### src/rtl/sram_bridge_pkg.sv
package sram_bridge_pkg;

    typedef enum logic [1:0] {
        ST_IDLE      = 2'd0,
        ST_RD_STROBE = 2'd1,
        ST_WR_STROBE = 2'd2,
        ST_WR_HOLD   = 2'd3
    } bridge_state_e;

    function automatic int ceil_div(input int num, input int den);
        return (num + den - 1) / den;
    endfunction

    function automatic int at_least_one(input int v);
        return (v < 1) ? 1 : v;
    endfunction

endpackage

### src/rtl/sram_wait_timer.sv
module sram_wait_timer #(
    parameter int CYCLES = 6,
    parameter int CNT_W  = 3
) (
    input  logic clk,
    input  logic rst_n,
    input  logic load,
    input  logic run,
    output logic last
);

    logic [CNT_W-1:0] cnt_q;

    always_ff @(posedge clk or negedge rst_n) begin
        if (!rst_n) begin
            cnt_q <= '0;
        end else if (load) begin
            cnt_q <= CNT_W'(CYCLES - 1);
        end else if (run && (cnt_q != '0)) begin
            cnt_q <= cnt_q - 1'b1;
        end
    end

    assign last = run && (cnt_q == '0);

    // the down-counter never holds more than the loaded wait
    p_cnt_range_r7: assert property (@(posedge clk) disable iff (!rst_n)
        cnt_q <= CNT_W'(CYCLES - 1));

endmodule

### src/rtl/sram_seq_fsm.sv
module sram_seq_fsm
    import sram_bridge_pkg::*;
(
    input  logic clk,
    input  logic rst_n,
    input  logic req_valid,
    input  logic req_write,
    input  logic mask_zero,
    input  logic timer_last,
    output logic req_ready,
    output logic accept,
    output logic timer_load,
    output logic timer_run,
    output logic lanes_active,
    output logic capture,
    output logic clear_rsp,
    output logic rsp_fire,
    output logic ce_n,
    output logic we_n,
    output logic oe_n,
    output logic drive
);

    bridge_state_e state_q, state_d;

    always_ff @(posedge clk or negedge rst_n) begin
        if (!rst_n) begin
            state_q <= ST_IDLE;
        end else begin
            state_q <= state_d;
        end
    end

    always_comb begin
        state_d = state_q;
        unique case (state_q)
            ST_IDLE: begin
                if (req_valid && !mask_zero) begin
                    state_d = req_write ? ST_WR_STROBE : ST_RD_STROBE;
                end
            end
            ST_RD_STROBE: begin
                if (timer_last) begin
                    state_d = ST_IDLE;
                end
            end
            ST_WR_STROBE: begin
                if (timer_last) begin
                    state_d = ST_WR_HOLD;
                end
            end
            ST_WR_HOLD: begin
                state_d = ST_IDLE;
            end
            default: state_d = ST_IDLE;
        endcase
    end

    always_comb begin
        req_ready    = 1'b0;
        accept       = 1'b0;
        timer_load   = 1'b0;
        timer_run    = 1'b0;
        lanes_active = 1'b1;
        capture      = 1'b0;
        clear_rsp    = 1'b0;
        rsp_fire     = 1'b0;
        ce_n         = 1'b0;
        we_n         = 1'b1;
        oe_n         = 1'b1;
        drive        = 1'b0;
        unique case (state_q)
            ST_IDLE: begin
                req_ready    = 1'b1;
                lanes_active = 1'b0;
                ce_n         = 1'b1;
                accept       = req_valid;
                timer_load   = req_valid;
                if (req_valid && mask_zero) begin
                    rsp_fire  = 1'b1;
                    clear_rsp = 1'b1;
                end
            end
            ST_RD_STROBE: begin
                oe_n      = 1'b0;
                timer_run = 1'b1;
                if (timer_last) begin
                    capture  = 1'b1;
                    rsp_fire = 1'b1;
                end
            end
            ST_WR_STROBE: begin
                we_n      = 1'b0;
                drive     = 1'b1;
                timer_run = 1'b1;
            end
            ST_WR_HOLD: begin
                drive     = 1'b1;
                rsp_fire  = 1'b1;
                clear_rsp = 1'b1;
            end
            default: begin
                ce_n         = 1'b1;
                lanes_active = 1'b0;
            end
        endcase
    end

    // the bus is never driven while output enable is low or the chip is idle
    p_bus_excl_r5: assert property (@(posedge clk) disable iff (!rst_n)
        drive |-> (oe_n && !ce_n));

    // the write strobe comes only with chip enable and without output enable
    p_write_pair_r2: assert property (@(posedge clk) disable iff (!rst_n)
        !we_n |-> (!ce_n && oe_n));

    // the read strobe comes only with chip enable and write enable high
    p_read_pair_r4: assert property (@(posedge clk) disable iff (!rst_n)
        !oe_n |-> (!ce_n && we_n));

    // data stays driven in the cycle where the write strobe rises
    p_hold_r6: assert property (@(posedge clk) disable iff (!rst_n)
        ($rose(we_n) && !ce_n) |-> drive);

    // drive lasts no longer than one cycle past the write strobe
    p_release_r6: assert property (@(posedge clk) disable iff (!rst_n)
        (drive && we_n) |=> !drive);

    // a cycle with output enable low is never followed by bus drive
    p_turn_r11: assert property (@(posedge clk) disable iff (!rst_n)
        !oe_n |=> !drive);

    // a real access takes the ready signal down in the next cycle
    p_ready_drop_r8: assert property (@(posedge clk) disable iff (!rst_n)
        (req_valid && req_ready && !mask_zero) |=> !req_ready);

endmodule

### src/rtl/sram_lane_ctrl.sv
module sram_lane_ctrl #(
    parameter int LANES  = 2,
    parameter int LANE_W = 8,
    localparam int DATA_W = LANES * LANE_W
) (
    input  logic              clk,
    input  logic              rst_n,
    input  logic              active,
    input  logic              capture,
    input  logic              clear,
    input  logic [LANES-1:0]  mask,
    input  logic [DATA_W-1:0] dq_in,
    output logic [LANES-1:0]  be_n,
    output logic [DATA_W-1:0] rdata
);

    for (genvar g = 0; g < LANES; g++) begin : g_lane
        logic [LANE_W-1:0] lane_q;

        assign be_n[g] = !(active && mask[g]);

        always_ff @(posedge clk or negedge rst_n) begin
            if (!rst_n) begin
                lane_q <= '0;
            end else if (capture) begin
                lane_q <= mask[g] ? dq_in[g*LANE_W +: LANE_W] : '0;
            end else if (clear) begin
                lane_q <= '0;
            end
        end

        assign rdata[g*LANE_W +: LANE_W] = lane_q;

        // a lane outside the mask comes back as zero
        p_lane_zero_r10: assert property (@(posedge clk) disable iff (!rst_n)
            (capture && !mask[g]) |=> (rdata[g*LANE_W +: LANE_W] == '0));
    end

endmodule

### src/rtl/sram_bridge.sv
module sram_bridge
    import sram_bridge_pkg::*;
#(
    parameter int ADDR_W        = 18,
    parameter int LANE_W        = 8,
    parameter int LANES         = 2,
    parameter int CLK_PERIOD_NS = 10,
    parameter int ACCESS_NS     = 55,
    localparam int DATA_W   = LANE_W * LANES,
    localparam int WAIT_CYC = at_least_one(ceil_div(ACCESS_NS, CLK_PERIOD_NS)),
    localparam int CNT_W    = $clog2(WAIT_CYC + 1)
) (
    input  logic              clk,
    input  logic              rst_n,
    input  logic              req_valid,
    output logic              req_ready,
    input  logic              req_write,
    input  logic [ADDR_W-1:0] req_addr,
    input  logic [DATA_W-1:0] req_wdata,
    input  logic [LANES-1:0]  req_mask,
    output logic              rsp_valid,
    output logic [DATA_W-1:0] rsp_rdata,
    output logic              mem_ce_n,
    output logic              mem_we_n,
    output logic              mem_oe_n,
    output logic [LANES-1:0]  mem_be_n,
    output logic [ADDR_W-1:0] mem_addr,
    output logic [DATA_W-1:0] mem_dq_out,
    output logic              mem_dq_oe,
    input  logic [DATA_W-1:0] mem_dq_in
);

    logic              accept, timer_load, timer_run, timer_last;
    logic              lanes_active, capture, clear_rsp, rsp_fire;
    logic              mask_zero;
    logic [ADDR_W-1:0] addr_q;
    logic [DATA_W-1:0] wdata_q;
    logic [LANES-1:0]  mask_q;

    assign mask_zero = (req_mask == '0);

    always_ff @(posedge clk or negedge rst_n) begin
        if (!rst_n) begin
            addr_q  <= '0;
            wdata_q <= '0;
            mask_q  <= '0;
        end else if (accept && !mask_zero) begin
            addr_q  <= req_addr;
            wdata_q <= req_wdata;
            mask_q  <= req_mask;
        end
    end

    always_ff @(posedge clk or negedge rst_n) begin
        if (!rst_n) begin
            rsp_valid <= 1'b0;
        end else begin
            rsp_valid <= rsp_fire;
        end
    end

    sram_seq_fsm u_fsm (
        .clk          (clk),
        .rst_n        (rst_n),
        .req_valid    (req_valid),
        .req_write    (req_write),
        .mask_zero    (mask_zero),
        .timer_last   (timer_last),
        .req_ready    (req_ready),
        .accept       (accept),
        .timer_load   (timer_load),
        .timer_run    (timer_run),
        .lanes_active (lanes_active),
        .capture      (capture),
        .clear_rsp    (clear_rsp),
        .rsp_fire     (rsp_fire),
        .ce_n         (mem_ce_n),
        .we_n         (mem_we_n),
        .oe_n         (mem_oe_n),
        .drive        (mem_dq_oe)
    );

    sram_wait_timer #(
        .CYCLES (WAIT_CYC),
        .CNT_W  (CNT_W)
    ) u_timer (
        .clk   (clk),
        .rst_n (rst_n),
        .load  (timer_load),
        .run   (timer_run),
        .last  (timer_last)
    );

    sram_lane_ctrl #(
        .LANES  (LANES),
        .LANE_W (LANE_W)
    ) u_lanes (
        .clk     (clk),
        .rst_n   (rst_n),
        .active  (lanes_active),
        .capture (capture),
        .clear   (clear_rsp),
        .mask    (mask_q),
        .dq_in   (mem_dq_in),
        .be_n    (mem_be_n),
        .rdata   (rsp_rdata)
    );

    assign mem_addr   = addr_q;
    assign mem_dq_out = wdata_q;

    // Strobe-length monitor for R7
    logic            strobe_on;
    logic [CNT_W:0]  strobe_run_q;

    assign strobe_on = !mem_ce_n && (!mem_we_n || !mem_oe_n);

    always_ff @(posedge clk or negedge rst_n) begin
        if (!rst_n) begin
            strobe_run_q <= '0;
        end else if (strobe_on) begin
            strobe_run_q <= strobe_run_q + 1'b1;
        end else begin
            strobe_run_q <= '0;
        end
    end

    // every finished strobe phase lasted exactly WAIT_CYC cycles
    p_strobe_len_r7: assert property (@(posedge clk) disable iff (!rst_n)
        (!strobe_on && (strobe_run_q != '0)) |-> (strobe_run_q == (CNT_W+1)'(WAIT_CYC)));

    // chip deselected means every strobe high and the bus released
    p_standby_r1: assert property (@(posedge clk) disable iff (!rst_n)
        mem_ce_n |-> ((&mem_be_n) && mem_we_n && mem_oe_n && !mem_dq_oe));

    // lane enables in the first access cycle mirror the accepted mask
    p_lane_map_r3: assert property (@(posedge clk) disable iff (!rst_n)
        (req_valid && req_ready && (req_mask != '0)) |=> (mem_be_n == ~$past(req_mask)));

    // the address does not move while the chip stays selected
    p_addr_hold_r2: assert property (@(posedge clk) disable iff (!rst_n)
        (!mem_ce_n && $past(!mem_ce_n)) |-> $stable(mem_addr));

    // an empty mask answers at once with zero data and no chip select
    p_zero_mask_r9: assert property (@(posedge clk) disable iff (!rst_n)
        (req_valid && req_ready && (req_mask == '0)) |=> (rsp_valid && mem_ce_n && (rsp_rdata == '0)));

endmodule

### config.mk
export PLATFORM = sky130hd
export DESIGN_NAME = sram_bridge
export DESIGN_NICKNAME = d
export VERILOG_FILES = /design/src/rtl/sram_bridge_pkg.sv /design/src/rtl/sram_wait_timer.sv /design/src/rtl/sram_seq_fsm.sv /design/src/rtl/sram_lane_ctrl.sv /design/src/rtl/sram_bridge.sv
export SDC_FILE = /design/constraint.sdc
export NUM_CORES = 1
export LEC_CHECK = 0
export BUFFER_PORTS_ARGS = -buffer_cell sky130_fd_sc_hd__buf_2
export CAP_MARGIN = 20
export CORE_UTILIZATION = 40
export CTS_CLUSTER_SIZE = 20
export DETAILED_ROUTE_END_ITERATION = 10
export MAX_ROUTING_LAYER = met4
export PLACE_DENSITY = 0.73
export SYNTH_ARGS = -nofsm -noshare
export SYNTH_HDL_FRONTEND = slang
export SYNTH_SLANG_ARGS = --single-unit
export TNS_END_PERCENT = 10
### constraint.sdc
create_clock -name clk -period 1.96 [get_ports clk]
set_clock_uncertainty 0.15 [all_clocks]
set_input_delay 0.098 -clock clk [delete_from_list [all_inputs] [get_ports clk]]
set_output_delay 0.098 -clock clk [all_outputs]
set_load 0.02 [all_outputs]
==> Yosys cells after proc, flatten, opt, wreduce, memory -nomap -nowiden <==
Index checks and enable logic that the tools add are counted.
W data, S select, Z words.
{ "op_classes": {"n_addsub": 1, "n_eq_ne": 6, "muxes": 24, "n_reduce_logical": 19} }
{ "op_table": {"columns": ["op", "count"], "rows": [
  ["$mux W8", 5],
  ["$mux W1", 10],
  ["$mux W2", 4],
  ["$pmux W2 S4", 1],
  ["$logic_and A1 B1 Y1", 7],
  ["$mux W3", 2],
  ["$eq A2 B2 Y1 const B", 2],
  ["$logic_not A2 Y1", 2],
  ["$ne A2 B2 Y1 const B", 2],
  ["$reduce_bool A2 Y1", 2],
  ["$reduce_or A2 Y1", 2],
  ["$logic_not A1 Y1", 3],
  ["$logic_not A3 Y1", 1],
  ["$pmux W1 S3", 1],
  ["$reduce_and A3 Y1", 1],
  ["$reduce_bool A3 Y1", 1],
  ["$sub A3 B1 Y3 const B", 1],
  ["$eq A2 B1 Y1 const B", 1],
  ["$ne A2 B1 Y1 const B", 1],
  ["$pmux W1 S2", 1]
]} }
{ "totals": {"ff_bits": 58, "out_inout_bits": 58, "wordCells": 58} }

==> Logic depth before layout (Yosys ltp) <==
Gate-level depths: netlist of run 1.
{ "logic_depth": {"word_depth": 7, "mapped_depth": 7, "ltp_nobuf": 5} }

==> Hierarchy <==
Synthesis of run 1 repeated with hierarchy kept, for this count alone.
{ "hier_totals": {"hier_cells": 169, "hier_area_um2": 2551.2} }
{ "by_module_without_submodules": {"columns": ["mod", "n_inst", "cells_each", "area_per_inst_um2"], "rows": [
  ["sram_bridge", 1, 80, 1501.4],
  ["sram_lane_ctrl", 1, 40, 604.3],
  ["sram_seq_fsm", 1, 31, 252.7],
  ["sram_wait_timer", 1, 18, 192.7]
]} }

==> Least setup slack after synthesis of run 1 <==
No wires, ideal clock.
{ "synth_path": {"path_type": "register to register", "startpoint": "register u_fsm.state_q[0]", "endpoint": "register addr_q[0] (netlist: mem_addr[0])", "setup_ps": 125, "arrival_ps": 1698, "setup_slack_ps": -13, "path_stages_with_launch": 8, "cell_sequence": "dfrtp_1 inv_1 ha_1 and2_1 buf_4 o21ai_4 buf_6 mux2_4"} }
{ "synth_between": {"elab_chain_cells": 3} }
{ "synth_rtl": {"columns": ["element", "line", "source"], "rows": [
  ["from (decl)", "sram_seq_fsm.sv:24", "bridge_state_e state_q, state_d;"],
  ["from (signal assigned)", "sram_seq_fsm.sv:30", "state_q <= state_d;"],
  ["$logic_not A2 Y1", "sram_seq_fsm.sv:72", "unique case (state_q)"],
  ["$mux W1", "sram_seq_fsm.sv:72", null],
  ["$logic_and A1 B1 Y1", "sram_bridge.sv:47", "end else if (accept && !mask_zero) begin"],
  ["to (signal assigned)", "sram_bridge.sv:48", "addr_q <= req_addr;"],
  ["to (decl)", "sram_bridge.sv:36", "logic [ADDR_W-1:0] addr_q;"]
]} }
Every way passes these cells.
A chain may end at the register's enable or synchronous reset.

==> Worst setup path after layout of run 1 <==
{ "layout_path": {"startpoint": "register u_fsm.state_q[0]", "endpoint": "register wdata_q[9] (netlist: mem_dq_out[9])"} }
{ "layout_between": {"elab_chain_cells": 3} }
{ "layout_rtl": {"columns": ["element", "line", "source"], "rows": [
  ["$logic_not A2 Y1", "sram_seq_fsm.sv:72", null],
  ["$mux W1", "sram_seq_fsm.sv:72", null],
  ["$logic_and A1 B1 Y1", "sram_bridge.sv:47", null],
  ["to (signal assigned)", "sram_bridge.sv:49", "wdata_q <= req_wdata;"],
  ["to (decl)", "sram_bridge.sv:37", "logic [DATA_W-1:0] wdata_q;"]
]} }
Every way passes these cells.

==> results of run 1 <==
## worst max-delay path by stage
stage,start,depth (start not counted),end
global route,u_fsm.state_q[0],6,mem_addr[6]
CTS,u_fsm.state_q[0],5,u_fsm.state_q[1]
floorplan,u_fsm.state_q[0],7,mem_addr[0]
detailed placement,u_fsm.state_q[0],5,u_fsm.state_q[1]
global placement,u_fsm.state_q[0],5,u_fsm.state_q[0]
finish,u_fsm.state_q[0],6,mem_dq_out[9]
## per-layer routing
| metal | vias to the layer above | routed length [µm] |
|---|---|---|
| met1 | 1025 | 2740 |
| met4 | 0 | 121 |
| met5 | - | 0 |
| met2 | 76 | 3550 |
| li1 | 1040 | - |
| met3 | 13 | 300 |
## logic make-up after synthesis
| group | after synthesis |
|---|---|
| buffers and inverters | 19 |
| flip-flops | 58 |
| adder cells (fa/ha/maj) | 7 |
| AND/OR/NAND/NOR | 52 |
| AO/OA/AOI/OAI | 28 |
| multiplexers | 36 |
## sequential cells by signal (all words and copies together) (netlist names)
signal and cells:
rsp_valid 1, mask_q 2, u_fsm.state_q 2, u_timer.cnt_q 3, mem_addr 18, mem_dq_out 16
u_lanes.g_lane.lane_q 16
## placed cells by master, fill, tap and decap left out, types with 3 or more instances in the layout
cell,count
sky130_fd_sc_hd__dlygate4sd3_1,54
sky130_fd_sc_hd__ha_1,6
sky130_fd_sc_hd__clkbuf_8,11
sky130_fd_sc_hd__buf_4,7
sky130_fd_sc_hd__mux2_4,30
sky130_fd_sc_hd__mux2_2,6
sky130_fd_sc_hd__buf_2,113
sky130_fd_sc_hd__o22ai_1,8
sky130_fd_sc_hd__inv_1,8
sky130_fd_sc_hd__o22ai_2,8
sky130_fd_sc_hd__dfrtp_1,58
sky130_fd_sc_hd__o21ai_0,3
sky130_fd_sc_hd__nand2_1,39
## where the power goes
group / internal (mW) / switching (mW) / leakage (nW)
sequential: 1.80 / 0.406 / 0.715
clock: 0.786 / 0.456 / 0.117
combinational: 1.53 / 1.74 / 1.31
## through the flow
stage               utilization [%]  total power, mW  hold WS, ns  cell area, µm²
CTS                            64.5             6.74        0.128            4090
detailed placement             52.4             5.38      -0.0493            3320
global route                   64.6             7.09        0.181            4100
floorplan                         -             4.40       -0.348            2650
finish                         64.6             6.72        0.142            4100
global placement               52.4             5.28      -0.0557            3320
## final cells by class
type | count | area (µm²)
Tap cell | 77 | 96.3
Timing Repair Buffer | 176 | 1200
Inverter | 8 | 30.0
Fill cell | 469 | 2250
Clock buffer | 12 | 155
Clock inverter | 4 | 73.8
Sequential cell | 58 | 1450
Multi-Input combinational cell | 123 | 1090
## timing repair
item                                   in CTS  in global routing
gates resized for setup                     0                  1
setup endpoints to repair                   0                  2
setup buffers                               0                  0
endpoints found under the hold margin      75                  0
hold buffers                               54                  0
## synthesized netlist by cell type
cell type,instances,share of area [%]
sky130_fd_sc_hd__a211o_1,1,0.33
sky130_fd_sc_hd__nor2_1,2,0.28
sky130_fd_sc_hd__o21ai_0,3,0.57
sky130_fd_sc_hd__or3_1,2,0.47
sky130_fd_sc_hd__nand2_1,39,5.5
sky130_fd_sc_hd__clkbuf_1,4,0.57
sky130_fd_sc_hd__ha_1,7,3.3
sky130_fd_sc_hd__o22ai_1,8,1.9
sky130_fd_sc_hd__inv_1,8,1.1
sky130_fd_sc_hd__buf_4,2,0.57
sky130_fd_sc_hd__o21ai_4,1,0.61
sky130_fd_sc_hd__buf_1,1,0.14
sky130_fd_sc_hd__o21a_1,1,0.28
sky130_fd_sc_hd__nor3_1,2,0.38
sky130_fd_sc_hd__or2_2,1,0.24
sky130_fd_sc_hd__buf_6,4,1.7
sky130_fd_sc_hd__mux2_4,30,17
sky130_fd_sc_hd__mux2_2,6,2.6
sky130_fd_sc_hd__and2_1,1,0.24
sky130_fd_sc_hd__a21oi_1,2,0.38
sky130_fd_sc_hd__o21a_4,1,0.57
sky130_fd_sc_hd__and4bb_1,1,0.47
sky130_fd_sc_hd__dfrtp_1,58,55
sky130_fd_sc_hd__nor2b_1,1,0.24
sky130_fd_sc_hd__nand2b_1,1,0.24
sky130_fd_sc_hd__a22o_1,2,0.66
sky130_fd_sc_hd__nand4b_1,1,0.33
sky130_fd_sc_hd__o22ai_2,8,3.8
sky130_fd_sc_hd__and3b_1,1,0.33
sky130_fd_sc_hd__a2bb2oi_1,1,0.33
==> results.py, run 1 <==
metrics = {
    "outcome": {
        "result_of_the_run": "finished, final reports clean",
    },
    "clocking": {
        "clock_sinks": 58,
        "clock_insertion_delay_worst_skew_ns": 0.32,
        "max-clock-path-buffers": 2,
        "cts_made_buffers": 9,
        "tritoncts": "done",
        "cts-root-buf": "sky130_fd_sc_hd__clkbuf_8",
        "clkTransAtPathRegs_ns": 0.06,
        "h_tree_depth": 3,
    },
    "drt": {
        "detail_route.first_pass.iterations": 4,
        "route.final.wire_length_um": 6710,
        "route.detailed.wl_per_inst_um": 14.6,
        "route.antenna.remaining_nets": 0,
        "drt_iter0_markers": 74,
        "detail_route.drc_violations": 0,
        "routed_via_density": 4.70,
        "num_vias": 2154,
    },
    "sta": {
        "finalMaxSlewViolations": 0,
        "grt_setup_unrepaired": "no",
        "worst_pin_slew_ns": 0.521,
        "period_share_pct": 94.2,
        "minimum_setup_slack_in_the_final_design_ns": 0.114,
        "clock.fmax_ghz": 0.542,
        "timing.slew.headroom_pct": 65.3,
        "final-setup-viol-count": 0,
        "post-route-min-period_ns": 1.85,
        "hold_viol": 0,
        "totalNegativeSetupSlack_ns": 0,
    },
    "worst_setup_path": {
        "crit_family": "flip-flops",
        "worst_r2r_path_depth": 6,
        "path_cells": "inv_1, ha_2, and2_1, o21ai_4, buf_12, mux2_4",
        "cell_type_of_the_slowest_stage_on_the_worst_timing_path": "sky130_fd_sc_hd__dfrtp_1",
        "worst_setup_path_start_kind": "flip-flop",
        "critical_path.n_buffers_inverters": 2,
        "critical-path-max-stage-delay_ns": 0.39,
        "r2r-end": "mem_dq_out[9]",
        "arrival_ns": 1.90,
        "critical_path_peak_fanout": 18,
        "timing.setup.critical_path_class": "flip-flop to flip-flop",
        "regToRegStartpoint": "u_fsm.state_q[0]",
        "critical_path.endpoint_type": "flip-flop",
        "cp_data_required_time_ns": 2.01,
        "reg2reg_slack_ns": 0.11,
    },
    "yosys": {
        "compound_gate_fraction_of_synth_area_pct": 9.41,
        "synthesis.instances": 200,
        "synth_xor_xnor_area_share_pct": 0,
        "synth_top_family_by_area": "multiplexers",
        "synthesized_netlist_net_count": 263,
        "postSynthRegisterBits": 58,
        "synth.mux.area_fraction_pct": 19.6,
        "synthSimpleGateAreaFrac_pct": 8.75,
        "postSynthAreaPerCell_um2": 13.2,
        "seq_area_frac_synth_pct": 54.8,
        "synth.distinct_cells": 30,
        "synth_fa_ha_area_share_pct": 3.31,
        "yosysWarningCount": 0,
        "syn-cell-area_um2": 2650,
    },
    "floorplan": {
        "ioPinCount": 114,
        "core.rowCount": 29,
        "core-area_um2": 6350,
        "start_util_pct": 41.7,
        "chipWidth_um": 83.3,
        "floorplan.die_area_um2": 6940,
        "floorplan.die.height_um": 83.3,
    },
    "pwr": {
        "power_leakage_nw": 2.14,
        "power.density_nw_per_um2": 1640,
        "max-vdd-ir-drop_mv": 1.00,
    },
    "final_layout": {
        "syn2layout_area_growth_pct": 54.9,
        "nNetsFinal": 439,
        "fraction_of_final_layout_cells_with_drive_strength_greater_than_1_pct": 48.8,
        "antenna_cells": 0,
        "final-instance-count-excl-fill": 458,
    },
    "placement": {
        "gpl.final_weighted_congestion": 0.770,
        "placedCellCount": 388,
        "numPortBuffers": 113,
        "detailedPlacementHpwl_um": 4000,
        "post_place_setup_slack_ns": 0.0697,
    },
    "grt": {
        "grt_overflow": 0,
        "grt_max_degree": 34,
        "met3_usage_pct": 3.68,
        "grt-busiest-layer": "met2",
        "grtUsageTotal_pct": 20.3,
        "antenna_found_initial": 0,
        "use_met1_pct": 23.4,
        "globalRouteMet2Util_pct": 34.8,
        "number_of_global_route_vias_before_repair": 2208,
        "grt_first_pass_wirelength_um": 10700,
    },
    "min_path": {
        "min-delay-path-class": "primary input to async pin",
    },
    "job": {
        "max_cap_violation_count": 0,
    },
}
(Power assumes the default switching activity.)
==> run 2: changes to the inputs <==
--- a/config.mk
+++ b/config.mk
@@ -7,11 +7,13 @@
 export LEC_CHECK = 0
 export BUFFER_PORTS_ARGS = -buffer_cell sky130_fd_sc_hd__buf_2
 export CAP_MARGIN = 20
-export CORE_UTILIZATION = 40
+export CELL_PAD_IN_SITES_DETAIL_PLACEMENT = 1
+export CELL_PAD_IN_SITES_GLOBAL_PLACEMENT = 2
+export CORE_UTILIZATION = 27
 export CTS_CLUSTER_SIZE = 20
 export DETAILED_ROUTE_END_ITERATION = 10
 export MAX_ROUTING_LAYER = met4
-export PLACE_DENSITY = 0.73
+export PLACE_DENSITY = 0.77
 export SYNTH_ARGS = -nofsm -noshare
 export SYNTH_HDL_FRONTEND = slang
 export SYNTH_SLANG_ARGS = --single-unit
==> run 2 against run 1 <==
Net effect: first-iteration DRC count shrank 31%; non-clock buffer count shrank 2; critical endpoint is now mem_dq_out[3]; register-to-register slack is essentially flat; design area grew 0.76%; largest power group unchanged; worst hold slack lost 0.036 ns; sequential power is essentially flat; largest cell class unchanged; highest routed layer unchanged.
==> results.py, run 2 (same netlist as run 1, synthesis figures left out) <==
metrics = {
    "drt": {
        "routed_via_density": 4.20,
        "drt_iter0_markers": 51,
        "route.detailed.wl_per_inst_um": 14.0,
        "route.final.wire_length_um": 7110,
        "route.antenna.remaining_nets": 0,
        "detail_route.first_pass.iterations": 4,
        "detail_route.drc_violations": 0,
        "num_vias": 2135,
    },
    "floorplan": {
        "core-area_um2": 9370,
        "core.rowCount": 35,
        "ioPinCount": 114,
        "floorplan.die.height_um": 101,
        "chipWidth_um": 101,
        "start_util_pct": 28.2,
        "floorplan.die_area_um2": 10200,
    },
    "sta": {
        "final-setup-viol-count": 0,
        "grt_setup_unrepaired": "no",
        "hold_viol": 0,
        "period_share_pct": 94.9,
        "timing.slew.headroom_pct": 70.2,
        "clock.fmax_ghz": 0.538,
        "worst_pin_slew_ns": 0.448,
        "post-route-min-period_ns": 1.86,
        "finalMaxSlewViolations": 0,
        "whs_ns": 0.106,
        "totalNegativeSetupSlack_ns": 0,
        "minimum_setup_slack_in_the_final_design_ns": 0.101,
    },
    "pwr": {
        "total_power_mw": 6.65,
        "max-vdd-ir-drop_mv": 0.635,
        "power_leakage_nw": 2.12,
        "power.density_nw_per_um2": 1610,
    },
    "clocking": {
        "clkTransAtPathRegs_ns": 0.07,
        "max-clock-path-buffers": 2,
        "cts_setup_buffers": 0,
        "cts-root-buf": "sky130_fd_sc_hd__clkbuf_8",
        "cts_made_buffers": 9,
        "clock_insertion_delay_worst_skew_ns": 0.32,
        "tritoncts": "done",
        "clock_sinks": 58,
        "h_tree_depth": 3,
    },
    "final_layout": {
        "nNetsFinal": 437,
        "most-common-layout-cells": "sky130_fd_sc_hd__buf_2, sky130_fd_sc_hd__dfrtp_1, sky130_fd_sc_hd__dlygate4sd3_1",
        "syn2layout_area_growth_pct": 56.1,
        "filler_cell_count": 1055,
        "layout.core_utilization_pct": 44.1,
        "finalInstanceArea_um2": 4130,
        "antenna_cells": 0,
        "largest_reg_flops": 18,
        "fraction_of_final_layout_cells_with_drive_strength_greater_than_1_pct": 48.3,
        "final-instance-count-excl-fill": 508,
        "mostFrequentLayoutCell": "sky130_fd_sc_hd__buf_2",
    },
    "placement": {
        "dpl_cell_area_um2": 3370,
        "placedCellCount": 438,
        "gpl.final_weighted_congestion": 0.745,
        "detailedPlacementHpwl_um": 4530,
        "numPortBuffers": 113,
        "post_place_setup_slack_ns": 0.0765,
    },
    "outcome": {
        "result_of_the_run": "finished, final reports clean",
    },
    "grt": {
        "grt_max_degree": 35,
        "number_of_global_route_vias_before_repair": 2278,
        "grt_first_pass_wirelength_um": 11500,
        "grtUsageTotal_pct": 15.2,
        "grt_overflow": 0,
        "antenna_found_initial": 0,
    },
    "worst_setup_path": {
        "arrival_ns": 1.92,
        "cp_data_required_time_ns": 2.02,
        "critical_path.endpoint_type": "flip-flop",
        "critical_path_peak_fanout": 34,
        "timing.setup.critical_path_class": "flip-flop to flip-flop",
        "worst_setup_path_start_kind": "flip-flop",
    },
    "min_path": {
        "min-delay-path-class": "primary input to async pin",
    },
    "job": {
        "max_cap_violation_count": 0,
    },
}
[run 2: critical path, stage by stage, from the launching register on]
cell	delay, ns
sky130_fd_sc_hd__dfrtp_1	0.40
sky130_fd_sc_hd__inv_1	0.10
sky130_fd_sc_hd__ha_2	0.19
sky130_fd_sc_hd__and2_1	0.17
sky130_fd_sc_hd__o21ai_4	0.08
sky130_fd_sc_hd__buf_12	0.27
sky130_fd_sc_hd__mux2_2	0.37
[run 2: repair_timing]
action | CTS | global route
endpoints found under the setup margin | 0 | 1
resized for setup | 0 | 1
endpoints found under the hold margin | 71 | 0
hold buffers | 54 | 0
[run 2: worst paths after layout]
kind / slack, ns / depth (start not counted) / from / to
worst max-delay path: 0.10 / 6 / u_fsm.state_q[0] / mem_dq_out[3]
worst min-delay path: 0.11 / 2 / rst_n / u_lanes.g_lane[1].lane_q[2]
worst min register to register: 0.36 / 1 / mem_addr[10] / mem_addr[10]
min in group clk: 0.16 / 4 / req_valid / rsp_valid
max in group asynchronous: 0.90 / 3 / rst_n / mem_dq_out[5]
worst max register to register: 0.10 / 6 / u_fsm.state_q[0] / mem_dq_out[3]
[run 2: area by class of cell]
| class | count | area [µm²] | area share (%) |
|---|---|---|---|
| Timing Repair Buffer | 174 | 1180 | 28.6 |
| Multi-Input combinational cell | 123 | 1090 | 26.5 |
| Clock inverter | 5 | 78.8 | 1.91 |
| Inverter | 8 | 30.0 | 0.727 |
| Clock buffer | 11 | 131 | 3.18 |
| Tap cell | 129 | 161 | 3.91 |
| Sequential cell | 58 | 1450 | 35.1 |
[run 2: metal layers]
layer	up-vias	track usage, %	share of wire [%]	wire, µm
met5	-	-	0	0
met4	0	5.02	1.1	78
met3	11	2.98	3.9	275
met2	65	25.4	50	3570
met1	1024	18.5	45	3190
li1	1035	-	-	-
[run 2: where the power goes]
| group | total (mW) | internal (mW) | switching (mW) |
|---|---|---|---|
| Clock | 1.19 | 0.715 | 0.472 |
| Sequential | 2.20 | 1.80 | 0.394 |
| Combinational | 3.27 | 1.51 | 1.75 |
| Total | 6.65 | 4.03 | 2.62 |
==> run 3: changes to the inputs <==
--- a/config.mk
+++ b/config.mk
@@ -9,11 +9,12 @@
 export CAP_MARGIN = 20
 export CELL_PAD_IN_SITES_DETAIL_PLACEMENT = 1
 export CELL_PAD_IN_SITES_GLOBAL_PLACEMENT = 2
-export CORE_UTILIZATION = 27
+export CORE_UTILIZATION = 32
 export CTS_CLUSTER_SIZE = 20
 export DETAILED_ROUTE_END_ITERATION = 10
 export MAX_ROUTING_LAYER = met4
-export PLACE_DENSITY = 0.77
+export PLACE_DENSITY = 0.86
+export SKIP_LAST_GASP = 1
 export SYNTH_ARGS = -nofsm -noshare
 export SYNTH_HDL_FRONTEND = slang
 export SYNTH_SLANG_ARGS = --single-unit
==> constraint.sdc (replaced) <==
create_clock -name clk -period 2.15 [get_ports clk]
set_clock_uncertainty 0.15 [all_clocks]
set_input_delay 0.1075 -clock clk [delete_from_list [all_inputs] [get_ports clk]]
set_output_delay 0.1075 -clock clk [all_outputs]
set_load 0.02 [all_outputs]
==> run 3 against run 2 <==
Net effect: maximum frequency is 9.4% lower; register-to-register slack about the same; non-clock buffer count unchanged; clock-buffer cell count unchanged; power decreased by 10%; first-iteration DRC count grew 57%; design area shrank 1.3%; wire length grew 11%; utilization grew 7.9 points; clock power shrank 26%; flip-flop and latch count stayed put; highest routed layer unchanged.
==> results.py, run 3 (same netlist as run 1, synthesis figures left out) <==
metrics = {
    "sta": {
        "period_share_pct": 95.4,
        "timing.slew.headroom_pct": 57.1,
        "minimum_setup_slack_in_the_final_design_ns": 0.0983,
        "finalMaxSlewViolations": 0,
        "post-route-min-period_ns": 2.05,
        "grt_setup_unrepaired": "no",
        "clock.fmax_ghz": 0.487,
        "worst_pin_slew_ns": 0.644,
        "final-setup-viol-count": 0,
        "totalNegativeSetupSlack_ns": 0,
        "hold_viol": 0,
    },
    "clocking": {
        "clock_insertion_delay_worst_skew_ns": 0.33,
        "cts_made_buffers": 9,
        "max-clock-path-buffers": 2,
        "clock_sinks": 58,
        "cts-root-buf": "sky130_fd_sc_hd__clkbuf_8",
        "h_tree_depth": 3,
        "tritoncts": "done",
        "clkTransAtPathRegs_ns": 0.07,
    },
    "final_layout": {
        "antenna_cells": 0,
        "fraction_of_final_layout_cells_with_drive_strength_greater_than_1_pct": 48.3,
        "sequential_standard_cell_area_um2": 1450,
        "total_area_of_multi_input_combinational_cells_um2": 1090,
        "filler_cell_count": 877,
        "syn2layout_area_growth_pct": 54.1,
        "largest_reg_flops": 18,
        "most-common-layout-cells": "sky130_fd_sc_hd__buf_2, sky130_fd_sc_hd__dfrtp_1, sky130_fd_sc_hd__dlygate4sd3_1",
        "nNetsFinal": 437,
        "mostFrequentLayoutCell": "sky130_fd_sc_hd__buf_2",
    },
    "placement": {
        "gpl.final_weighted_congestion": 0.717,
        "numPortBuffers": 113,
        "post_place_setup_slack_ns": 0.229,
        "detailedPlacementHpwl_um": 4810,
    },
    "floorplan": {
        "floorplan.die_area_um2": 8640,
        "floorplan.die.height_um": 92.9,
        "chipWidth_um": 92.9,
        "start_util_pct": 33.7,
        "core-area_um2": 7850,
        "ioPinCount": 114,
        "core.rowCount": 32,
    },
    "grt": {
        "grt_first_pass_wirelength_um": 12300,
        "grtUsageTotal_pct": 19.5,
        "grt_max_degree": 34,
        "number_of_global_route_vias_before_repair": 2415,
        "antenna_found_initial": 0,
        "grt_overflow": 0,
    },
    "worst_setup_path": {
        "critical_path_peak_fanout": 7,
        "cp_data_required_time_ns": 2.21,
        "arrival_ns": 2.11,
        "worst_setup_path_start_kind": "flip-flop",
        "worst_r2r_path_depth": 7,
        "timing.setup.critical_path_class": "flip-flop to flip-flop",
        "critical_path.endpoint_type": "flip-flop",
    },
    "pwr": {
        "max-vdd-ir-drop_mv": 0.752,
        "power_leakage_nw": 2.11,
        "power.density_nw_per_um2": 1460,
    },
    "job": {
        "max_cap_violation_count": 0,
    },
    "drt": {
        "route.detailed.wl_per_inst_um": 16.3,
        "routed_via_density": 4.59,
        "drt_iter0_markers": 80,
        "route.final.wire_length_um": 7860,
        "num_vias": 2206,
        "detail_route.drc_violations": 0,
        "detail_route.first_pass.iterations": 4,
        "route.antenna.remaining_nets": 0,
    },
    "min_path": {
        "min-delay-path-class": "primary input to flip-flop",
        "min_delay_path_depth": 4,
    },
    "outcome": {
        "result_of_the_run": "finished, final reports clean",
    },
}
[run 3: cell count changes in the layout (fill, tap and decap cells not counted)]
cell                         before  now
sky130_fd_sc_hd__ha_1             6    7
sky130_fd_sc_hd__buf_4            5    3
sky130_fd_sc_hd__a2bb2oi_1        0    1
sky130_fd_sc_hd__a2bb2oi_2        1    0
sky130_fd_sc_hd__clkbuf_8         9   10
sky130_fd_sc_hd__clkinvlp_4       0    2
sky130_fd_sc_hd__buf_12           2    4
sky130_fd_sc_hd__ha_2             1    0
sky130_fd_sc_hd__and2_1           1    0
sky130_fd_sc_hd__clkinv_4         1    0
sky130_fd_sc_hd__clkinv_2         2    3
sky130_fd_sc_hd__bufinv_16        2    0
sky130_fd_sc_hd__and2_4           0    1
sky130_fd_sc_hd__clkbuf_1         2    1
[run 3: path summary, 6_finish.rpt]
kind,slack [ns],startpoint,endpoint
max in group asynchronous,1.06,rst_n,mem_addr[17]
min in group asynchronous,0.19,rst_n,rsp_valid
worst max-delay path,0.1,u_fsm.state_q[0],mask_q[0]
worst min-delay path,0.005,req_write,u_fsm.state_q[1]
worst max register to register,0.1,u_fsm.state_q[0],mask_q[0]
worst min register to register,0.36,mem_dq_out[12],mem_dq_out[12]
[run 3: final cells by class]
class                   instances  area share (%)
repair buffers                174            29.6
clock inverters                 5           0.736
well taps                     102            3.13
flip-flops and latches         58            35.6
inverters                       8           0.736
multi-input cells             123            26.7
clock buffers                  11            3.47
[run 3: stage by stage]
stage	utilization, %	hold slack, ns	instance area (µm²)	power (mW)	cells
after detailed placement	42.8	0.0167	3360	4.97	410
after floorplan	-	-0.338	2650	4.01	200
final	52.0	0.00522	4080	5.97	481
after global placement	42.8	0.0191	3360	4.85	410
after CTS	51.8	0.00111	4070	5.98	480
after global routing	52.0	0.0109	4080	6.34	481
[run 3: worst max-delay path, stage by stage, from the launching register on]
cell and delay (ns):
sky130_fd_sc_hd__dfrtp_1 0.41, sky130_fd_sc_hd__inv_1 0.12, sky130_fd_sc_hd__ha_1 0.17, sky130_fd_sc_hd__and2_4 0.16, sky130_fd_sc_hd__buf_4 0.15, sky130_fd_sc_hd__nand2_1 0.06, sky130_fd_sc_hd__a22o_1 0.17, sky130_fd_sc_hd__dlygate4sd3_1 0.55
[run 3: repair_timing]
action                                  CTS  global route
hold endpoints to repair                 77             0
resized for setup                         0             1
endpoints found under the setup margin    0             1
buffers inserted                          0             1
hold buffers                             54             0
[run 3: routing by layer]
metal / global-route usage [%] / vias to the layer above / wire length (µm)
met5: - / - / 0
met4: 5.64 / 0 / 134
met3: 6.16 / 11 / 430
met2: 35.6 / 78 / 4250
met1: 20.0 / 1082 / 3050
li1: - / 1035 / -
[run 3: power by group]
part / switching, mW / leakage [nW] / internal, mW
clock network: 0.435 / 0.0851 / 0.443
registers: 0.388 / 0.715 / 1.64
logic: 1.65 / 1.31 / 1.41
